### config.mk
export PLATFORM = sky130hd
export DESIGN_NAME = busReqCapture
export DESIGN_NICKNAME = d
export VERILOG_FILES = /design/src/rtl/busReqPkg.sv /design/src/rtl/busReqCtrl.sv /design/src/rtl/busReqDatapath.sv /design/src/rtl/busReqCapture.sv
export SDC_FILE = /design/constraint.sdc
export NUM_CORES = 1
export LEC_CHECK = 0
export BUFFER_PORTS_ARGS = -buffer_cell sky130_fd_sc_hd__buf_2
export CORE_ASPECT_RATIO = 1.2
export CORE_MARGIN = 1
export CORE_UTILIZATION = 35
export CTS_CLUSTER_SIZE = 14
export DETAILED_ROUTE_END_ITERATION = 6
export HOLD_SLACK_MARGIN = 0.1
export PLACE_DENSITY_LB_ADDON = 0.08
export SKIP_LAST_GASP = 1
export SYNTH_ARGS = -nofsm -noshare
export SYNTH_HDL_FRONTEND = slang
export SYNTH_SLANG_ARGS = --single-unit
### constraint.sdc
create_clock -name clk -period 1.6 [get_ports clk]
set_input_delay 0.32 -clock clk [delete_from_list [all_inputs] [get_ports clk]]
set_output_delay 0.32 -clock clk [all_outputs]
set_load 0.01 [all_outputs]
### src/rtl/busReqPkg.sv
package busReqPkg;

  // Strobes from control to datapath, one per clock.
  typedef struct packed {
    logic capFirst;    // latch address, request code, parity result
    logic capSecond;   // latch second word and fire the record
    logic protoHit;    // strobe seen during second-word clock
    logic cfgCapture;  // first clock after reset release
  } busCtlT;

  typedef enum logic [0:0] {
    PH_IDLE   = 1'b0,
    PH_SECOND = 1'b1
  } phaseT;

endpackage

### src/rtl/busReqCtrl.sv
module busReqCtrl
  import busReqPkg::*;
(
  input  logic   clk,
  input  logic   rstN,
  input  logic   strobeN,
  output busCtlT ctl
);

  phaseT phase;
  logic  rstSeen;
  logic  strobe;

  assign strobe = ~strobeN;

  always_comb begin
    ctl            = '0;
    ctl.capFirst   = rstN && (phase == PH_IDLE) && strobe;
    ctl.capSecond  = rstN && (phase == PH_SECOND);
    ctl.protoHit   = rstN && (phase == PH_SECOND) && strobe;
    ctl.cfgCapture = rstN && !rstSeen;
  end

  always_ff @(posedge clk) begin
    if (!rstN) begin
      phase   <= PH_IDLE;
      rstSeen <= 1'b0;
    end else begin
      rstSeen <= 1'b1;
      unique case (phase)
        PH_IDLE:   if (strobe) phase <= PH_SECOND;
        PH_SECOND: phase <= PH_IDLE;
        default:   phase <= PH_IDLE;
      endcase
    end
  end

  AST_SECOND_ONE_CLOCK: assert property (@(posedge clk) disable iff (!rstN)
    (phase == PH_SECOND) |=> (phase == PH_IDLE));

  AST_CFG_ONCE: assert property (@(posedge clk) disable iff (!rstN)
    ctl.cfgCapture |=> !ctl.cfgCapture);

endmodule

### src/rtl/busReqDatapath.sv
module busReqDatapath
  import busReqPkg::*;
#(
  parameter int ADDR_HI   = 49,
  parameter int ADDR_LO   = 3,
  parameter int PAR_SPLIT = 27,
  parameter int REQ_W     = 6
) (
  input  logic                   clk,
  input  logic                   rstN,
  input  busCtlT                 ctl,
  input  logic [ADDR_HI:ADDR_LO] addrN,
  input  logic [REQ_W-1:0]       reqN,
  input  logic [1:0]             parN,
  output logic                   reqValid,
  output logic [ADDR_HI:ADDR_LO] reqAddr,
  output logic [REQ_W-1:0]       reqCode,
  output logic [ADDR_HI:ADDR_LO] reqExt,
  output logic                   memAccess,
  output logic                   sizeValid,
  output logic [1:0]             sizeCode,
  output logic [1:0]             parErr,
  output logic                   protoErr,
  output logic                   cfgValid,
  output logic [ADDR_HI:ADDR_LO] cfgWord
);

  localparam int NUM_GRP = 2;
  localparam int QUAL_LO = 1;
  localparam int SIZE_LO = 3;

  logic [ADDR_HI:ADDR_LO] addrAct;
  logic [REQ_W-1:0]       reqAct;
  logic [NUM_GRP-1:0]     grpErr;
  logic [NUM_GRP-1:0]     errHold;
  logic                   isMem;

  assign addrAct = ~addrN;
  assign reqAct  = ~reqN;
  assign isMem   = |reqAct[QUAL_LO+1:QUAL_LO];

  // Correct pin level: high for an even count of low covered pins.
  for (genvar g = 0; g < NUM_GRP; g++) begin : gPar
    localparam int GHI = (g == 1) ? ADDR_HI : PAR_SPLIT - 1;
    localparam int GLO = (g == 1) ? PAR_SPLIT : ADDR_LO;
    logic pinOk;
    assign pinOk     = ~(^addrAct[GHI:GLO]);
    assign grpErr[g] = parN[g] ^ pinOk;
  end

  always_ff @(posedge clk) begin
    if (!rstN) begin
      reqAddr   <= '0;
      reqCode   <= '0;
      reqExt    <= '0;
      memAccess <= 1'b0;
      sizeValid <= 1'b0;
      sizeCode  <= '0;
      errHold   <= '0;
    end else begin
      if (ctl.capFirst) begin
        reqAddr   <= addrAct;
        reqCode   <= reqAct;
        memAccess <= isMem;
        sizeValid <= isMem;
        sizeCode  <= isMem ? reqAct[SIZE_LO+1:SIZE_LO] : 2'b00;
        errHold   <= grpErr;
      end
      if (ctl.capSecond) begin
        reqExt <= addrAct;
      end
    end
  end

  always_ff @(posedge clk) begin
    if (!rstN) begin
      reqValid <= 1'b0;
      parErr   <= '0;
      protoErr <= 1'b0;
    end else begin
      reqValid <= ctl.capSecond;
      parErr   <= ctl.capSecond ? errHold : '0;
      protoErr <= ctl.protoHit;
    end
  end

  always_ff @(posedge clk) begin
    if (!rstN) begin
      cfgValid <= 1'b0;
      cfgWord  <= '0;
    end else if (ctl.cfgCapture) begin
      cfgValid <= 1'b1;
      cfgWord  <= addrAct;
    end
  end

  AST_VALID_PULSE: assert property (@(posedge clk) disable iff (!rstN)
    reqValid |=> !reqValid);

  AST_PARERR_ALIGNED: assert property (@(posedge clk) disable iff (!rstN)
    (|parErr) |-> reqValid);

  AST_PROTO_ALIGNED: assert property (@(posedge clk) disable iff (!rstN)
    protoErr |-> reqValid);

  AST_RESET_QUIET: assert property (@(posedge clk) disable iff (!rstN)
    reqValid |-> $past(rstN));

  AST_CFG_HELD: assert property (@(posedge clk) disable iff (!rstN)
    cfgValid |=> $stable(cfgWord));

  AST_SIZE_QUALIFIED: assert property (@(posedge clk) disable iff (!rstN)
    (sizeCode != 2'b00) |-> (sizeValid && memAccess));

endmodule

### src/rtl/busReqCapture.sv
module busReqCapture
  import busReqPkg::*;
#(
  parameter int ADDR_HI   = 49,
  parameter int ADDR_LO   = 3,
  parameter int PAR_SPLIT = 27,
  parameter int REQ_W     = 6
) (
  input  logic                   clk,
  input  logic                   rstN,
  input  logic                   strobeN,
  input  logic [ADDR_HI:ADDR_LO] addrN,
  input  logic [REQ_W-1:0]       reqN,
  input  logic [1:0]             parN,
  output logic                   reqValid,
  output logic [ADDR_HI:ADDR_LO] reqAddr,
  output logic [REQ_W-1:0]       reqCode,
  output logic [ADDR_HI:ADDR_LO] reqExt,
  output logic                   memAccess,
  output logic                   sizeValid,
  output logic [1:0]             sizeCode,
  output logic [1:0]             parErr,
  output logic                   protoErr,
  output logic                   cfgValid,
  output logic [ADDR_HI:ADDR_LO] cfgWord
);

  busCtlT ctl;

  busReqCtrl u_ctrl (
    .clk     (clk),
    .rstN    (rstN),
    .strobeN (strobeN),
    .ctl     (ctl)
  );

  busReqDatapath #(
    .ADDR_HI   (ADDR_HI),
    .ADDR_LO   (ADDR_LO),
    .PAR_SPLIT (PAR_SPLIT),
    .REQ_W     (REQ_W)
  ) u_dp (
    .clk       (clk),
    .rstN      (rstN),
    .ctl       (ctl),
    .addrN     (addrN),
    .reqN      (reqN),
    .parN      (parN),
    .reqValid  (reqValid),
    .reqAddr   (reqAddr),
    .reqCode   (reqCode),
    .reqExt    (reqExt),
    .memAccess (memAccess),
    .sizeValid (sizeValid),
    .sizeCode  (sizeCode),
    .parErr    (parErr),
    .protoErr  (protoErr),
    .cfgValid  (cfgValid),
    .cfgWord   (cfgWord)
  );

endmodule

==> results.md <==
* CTS Buf Count at 17
* Largest family of logic cells by synthesized area: compound AO/OA/AOI/OAI gates
* Outcome: finished clean
* Placeable Area at between 0.015 and 0.02 mm2
* Synth Area in Compound Gates at 0.2130
* F_max at 0.7019 GHz
* Yosys cell types at 22
* H-tree depth at 4
* Vias in the first global route at roughly 4,900
* Post-layout nets at 889
* R2R Path Start: u_ctrl.phase$_SDFF_PP0_
* Synth top area share at 0.5281
* Initial antenna violation count at 1
* Clock skew at 6.411 ps
* Row cnt at 52
* Crit Path Max Fanout at 36
* Die width at roughly 120 um
* CP Class: flop to flop
* Worst r2r path cells at 5
* Setup_tns at 0 ps
* DR vias/cell at 4.738
* Startpoint types: flop
* Drt first pass iters at 5
* Worst hold path depth at 2
* Post-layout min period at 1425 ps
* Worst hold path type: primary input to flop
* Max Slew Vio Count at 0
* Post-synthesis mux area share at 0
* Max_slew headroom at 0.5345
* Fin crit share at 0.8904
* Later-pin clock latency in the skew report at 410 ps
* CTS Buffer Depth at 2
* CTS root buf: clkbuf_16
* Synth Area per Inst at 9.800 um2
* Destination of the critical timing path: u_dp.sizeValid$_SDFFE_PN0P_
* Overall Power at 10,060 uW
* # DRC at 0
* Worst EP required at between 1500 and 2000 ps
* Clock transition at path regs at 60 ps
* # fillers at around 1,600
* IO Port Bufs at 213
* Simple-Gate Fraction of Synth Area at 0.1507
* Synthesis Warnings at 0
* WL per Instance at 14.83 um
* CTS tree: done
* First-pass GRT wire length at between 20,000 and 30,000 um
* Final instance area at 0.008138 mm2
* Critical path data arrival time at 1730 ps
* Peak VDD IR at 0.6565 mV
* Overflow after GRT at 0
* Initial Util at 0.3577
* # setup viols final at 0
* Die Area at 0.01775 mm2
* Net count after synthesis at 673
* DR iter-0 viols at 194
* RSZ-0062 raised after global routing: no
* Lkg Pwr at 0.004553 uW
* Die H at 145.8 um
* Hold Fails Final Rpt at 0
* Tightest Pin Transition at 698.3 ps
* Final wirelength at 15,740 um
* Routed Antenna Nets at 0
* Synth Area in XOR/XNOR at 0.07079
* Cells after synthesis at ~600
* Total global-route track usage at 0.1830
* Setup crit start: u_ctrl.phase$_SDFF_PP0_
* Yosys reg bits at about 160
* Vias post-DR at ~5,000
* GP Congestion at 0.7501
* Post-cts sizing count at 0
* Area leader, netlist: dfxtp_1
* I/O Pins at 214
* Post-Syn Area at between 0.006 and 0.007 mm2
* PwrDens at 1236 mW/mm2
* Area growth, synth to finish at 35.02%
* Share of cells above drive strength 1 at 0.3341
* R2r setup slk at 180 ps
* Adder-Cell Fraction of Synth Area at 0
* Synth top area cells: dfxtp_1 (53%), o211a_1 (17%), nand2_1 (9.1%)
* Largest net degree at the start of global routing at 158
* Clk sink count at 159
* Post-CTS Setup Bufs at 0
* Max-Cap Viols at 0
* Crit end category: flop
* Final HPWL DP at 10,880 um
* Placed cell area at 0.007497 mm2
* Register area share after synthesis at 0.5281
* Reg2reg end: u_dp.sizeValid$_SDFFE_PN0P_
==> stage by stage <==
step                      hold WS, ps    util  cells  setup slack [ps]
after detailed placement        446.7  0.4449   1027            -90.48
after CTS                       106.6  0.4828   1060             164.5
after floorplan                 347.7       -    615             163.1
after global placement          438.6  0.4449   1027            -58.58
after global routing            108.3  0.4829   1061             41.06
final                           127.2  0.4829   1061             175.3
==> per-layer routing <==
layer | wire length, um | GRT usage | vias up
li1 | - | - | 2519
met1 | 6591 | 0.2099 | 2357
met2 | 7838 | 0.3116 | 134
met3 | 1063 | 0.05799 | 17
met4 | 242 | 0.07160 | 0
met5 | 0 | 0 | -
==> cells in the mapped netlist, drive strengths merged <==
cell type / n
nand3: 4
nor2b: 3
xnor2: 36
a211oi: 2
xor2: 5
nand2: 146
and2: 48
and3: 2
clkbuf: 36
inv: 2
a21oi: 2
dfxtp: 159
a21boi: 1
buf: 15
or3b: 1
o211a: 100
xnor3: 3
o21ai: 50
==> worst min-delay path by stage <==
stage,end,start
floorplan,u_ctrl.rstSeen$_DFF_P_,rstN
global placement,u_dp.errHold[0]$_SDFFE_PN0P_,u_dp.errHold[0]$_SDFFE_PN0P_
detailed placement,u_dp.errHold[0]$_SDFFE_PN0P_,u_dp.errHold[0]$_SDFFE_PN0P_
CTS,u_dp.reqCode[4]$_SDFFE_PN0P_,reqN[4]
global route,u_dp.reqCode[4]$_SDFFE_PN0P_,reqN[4]
finish,u_dp.reqCode[4]$_SDFFE_PN0P_,reqN[4]
==> layout make-up <==
| class | instances | area (um2) | share of cell area |
|---|---|---|---|
| Antenna cell | 1 | 2.502 | 0.0003075 |
| Clock buffer | 18 | 439.2 | 0.05397 |
| Clock inverter | 14 | 188.9 | 0.02322 |
| Inverter | 2 | 8.758 | 0.001076 |
| Multi-Input combinational cell | 403 | 2619 | 0.3218 |
| Sequential cell | 159 | 3188 | 0.3918 |
| Tap cell | 216 | 270.3 | 0.03321 |
| Timing Repair Buffer | 248 | 1421 | 0.1747 |
==> power breakdown <==
part           switching [uW]  internal (uW)  leakage, uW  total [uW]
clock                    1610           2650     0.000302        4260
combinational             723            716      0.00294        1440
sequential                131           4230      0.00131        4360
total                    2460           7600      0.00455       10100
==> what timing repair did <==
item	CTS	global route
hold endpoints to repair	1	0
setup endpoints to repair	0	0
hold buffers	1	0
==> sequential cells by signal, indices dropped and copies added (netlist names) <==
| signal | count |
|---|---|
| u_dp.cfgValid | 1 |
| u_dp.reqValid | 1 |
| u_dp.reqCode | 6 |
| u_ctrl.rstSeen | 1 |
| u_ctrl.phase | 1 |
| u_dp.sizeValid | 1 |
| u_dp.sizeCode | 2 |
| u_dp.parErr | 2 |
| u_dp.cfgWord | 47 |
| u_dp.protoErr | 1 |
| u_dp.reqAddr | 47 |
| u_dp.errHold | 2 |
| u_dp.reqExt | 47 |
==> cell families after synthesis <==
family | Yosys count
AOI/OAI and AO/OA | 155
DFF | 159
and+or+nand+nor | 204
buffers and inverters | 53
xor gates and xnor gates | 44
==> cell usage in the layout, fill, tap and decap left out, drive strengths merged <==
cell type,count
nor2b,3
o211a,100
inv,2
xnor3,3
o21ai,50
a211oi,2
clkinvlp,3
diode,1
clkbuf,18
and3,2
and2,48
dlygate4sd3,1
dfxtp,159
nand2,146
or3b,1
bufinv,4
buf,247
xor2,5
a21oi,2
a21boi,1
clkinv,7
xnor2,36
nand3,4
==> critical path: stages, from the launching register on <==
cell and delay, ps:
dfxtp_4 350, or3b_1 410, clkinv_2 130, buf_12 200
nand3_1 100, o211a_1 120
No activity file was read; power rests on OpenSTA's default activity.
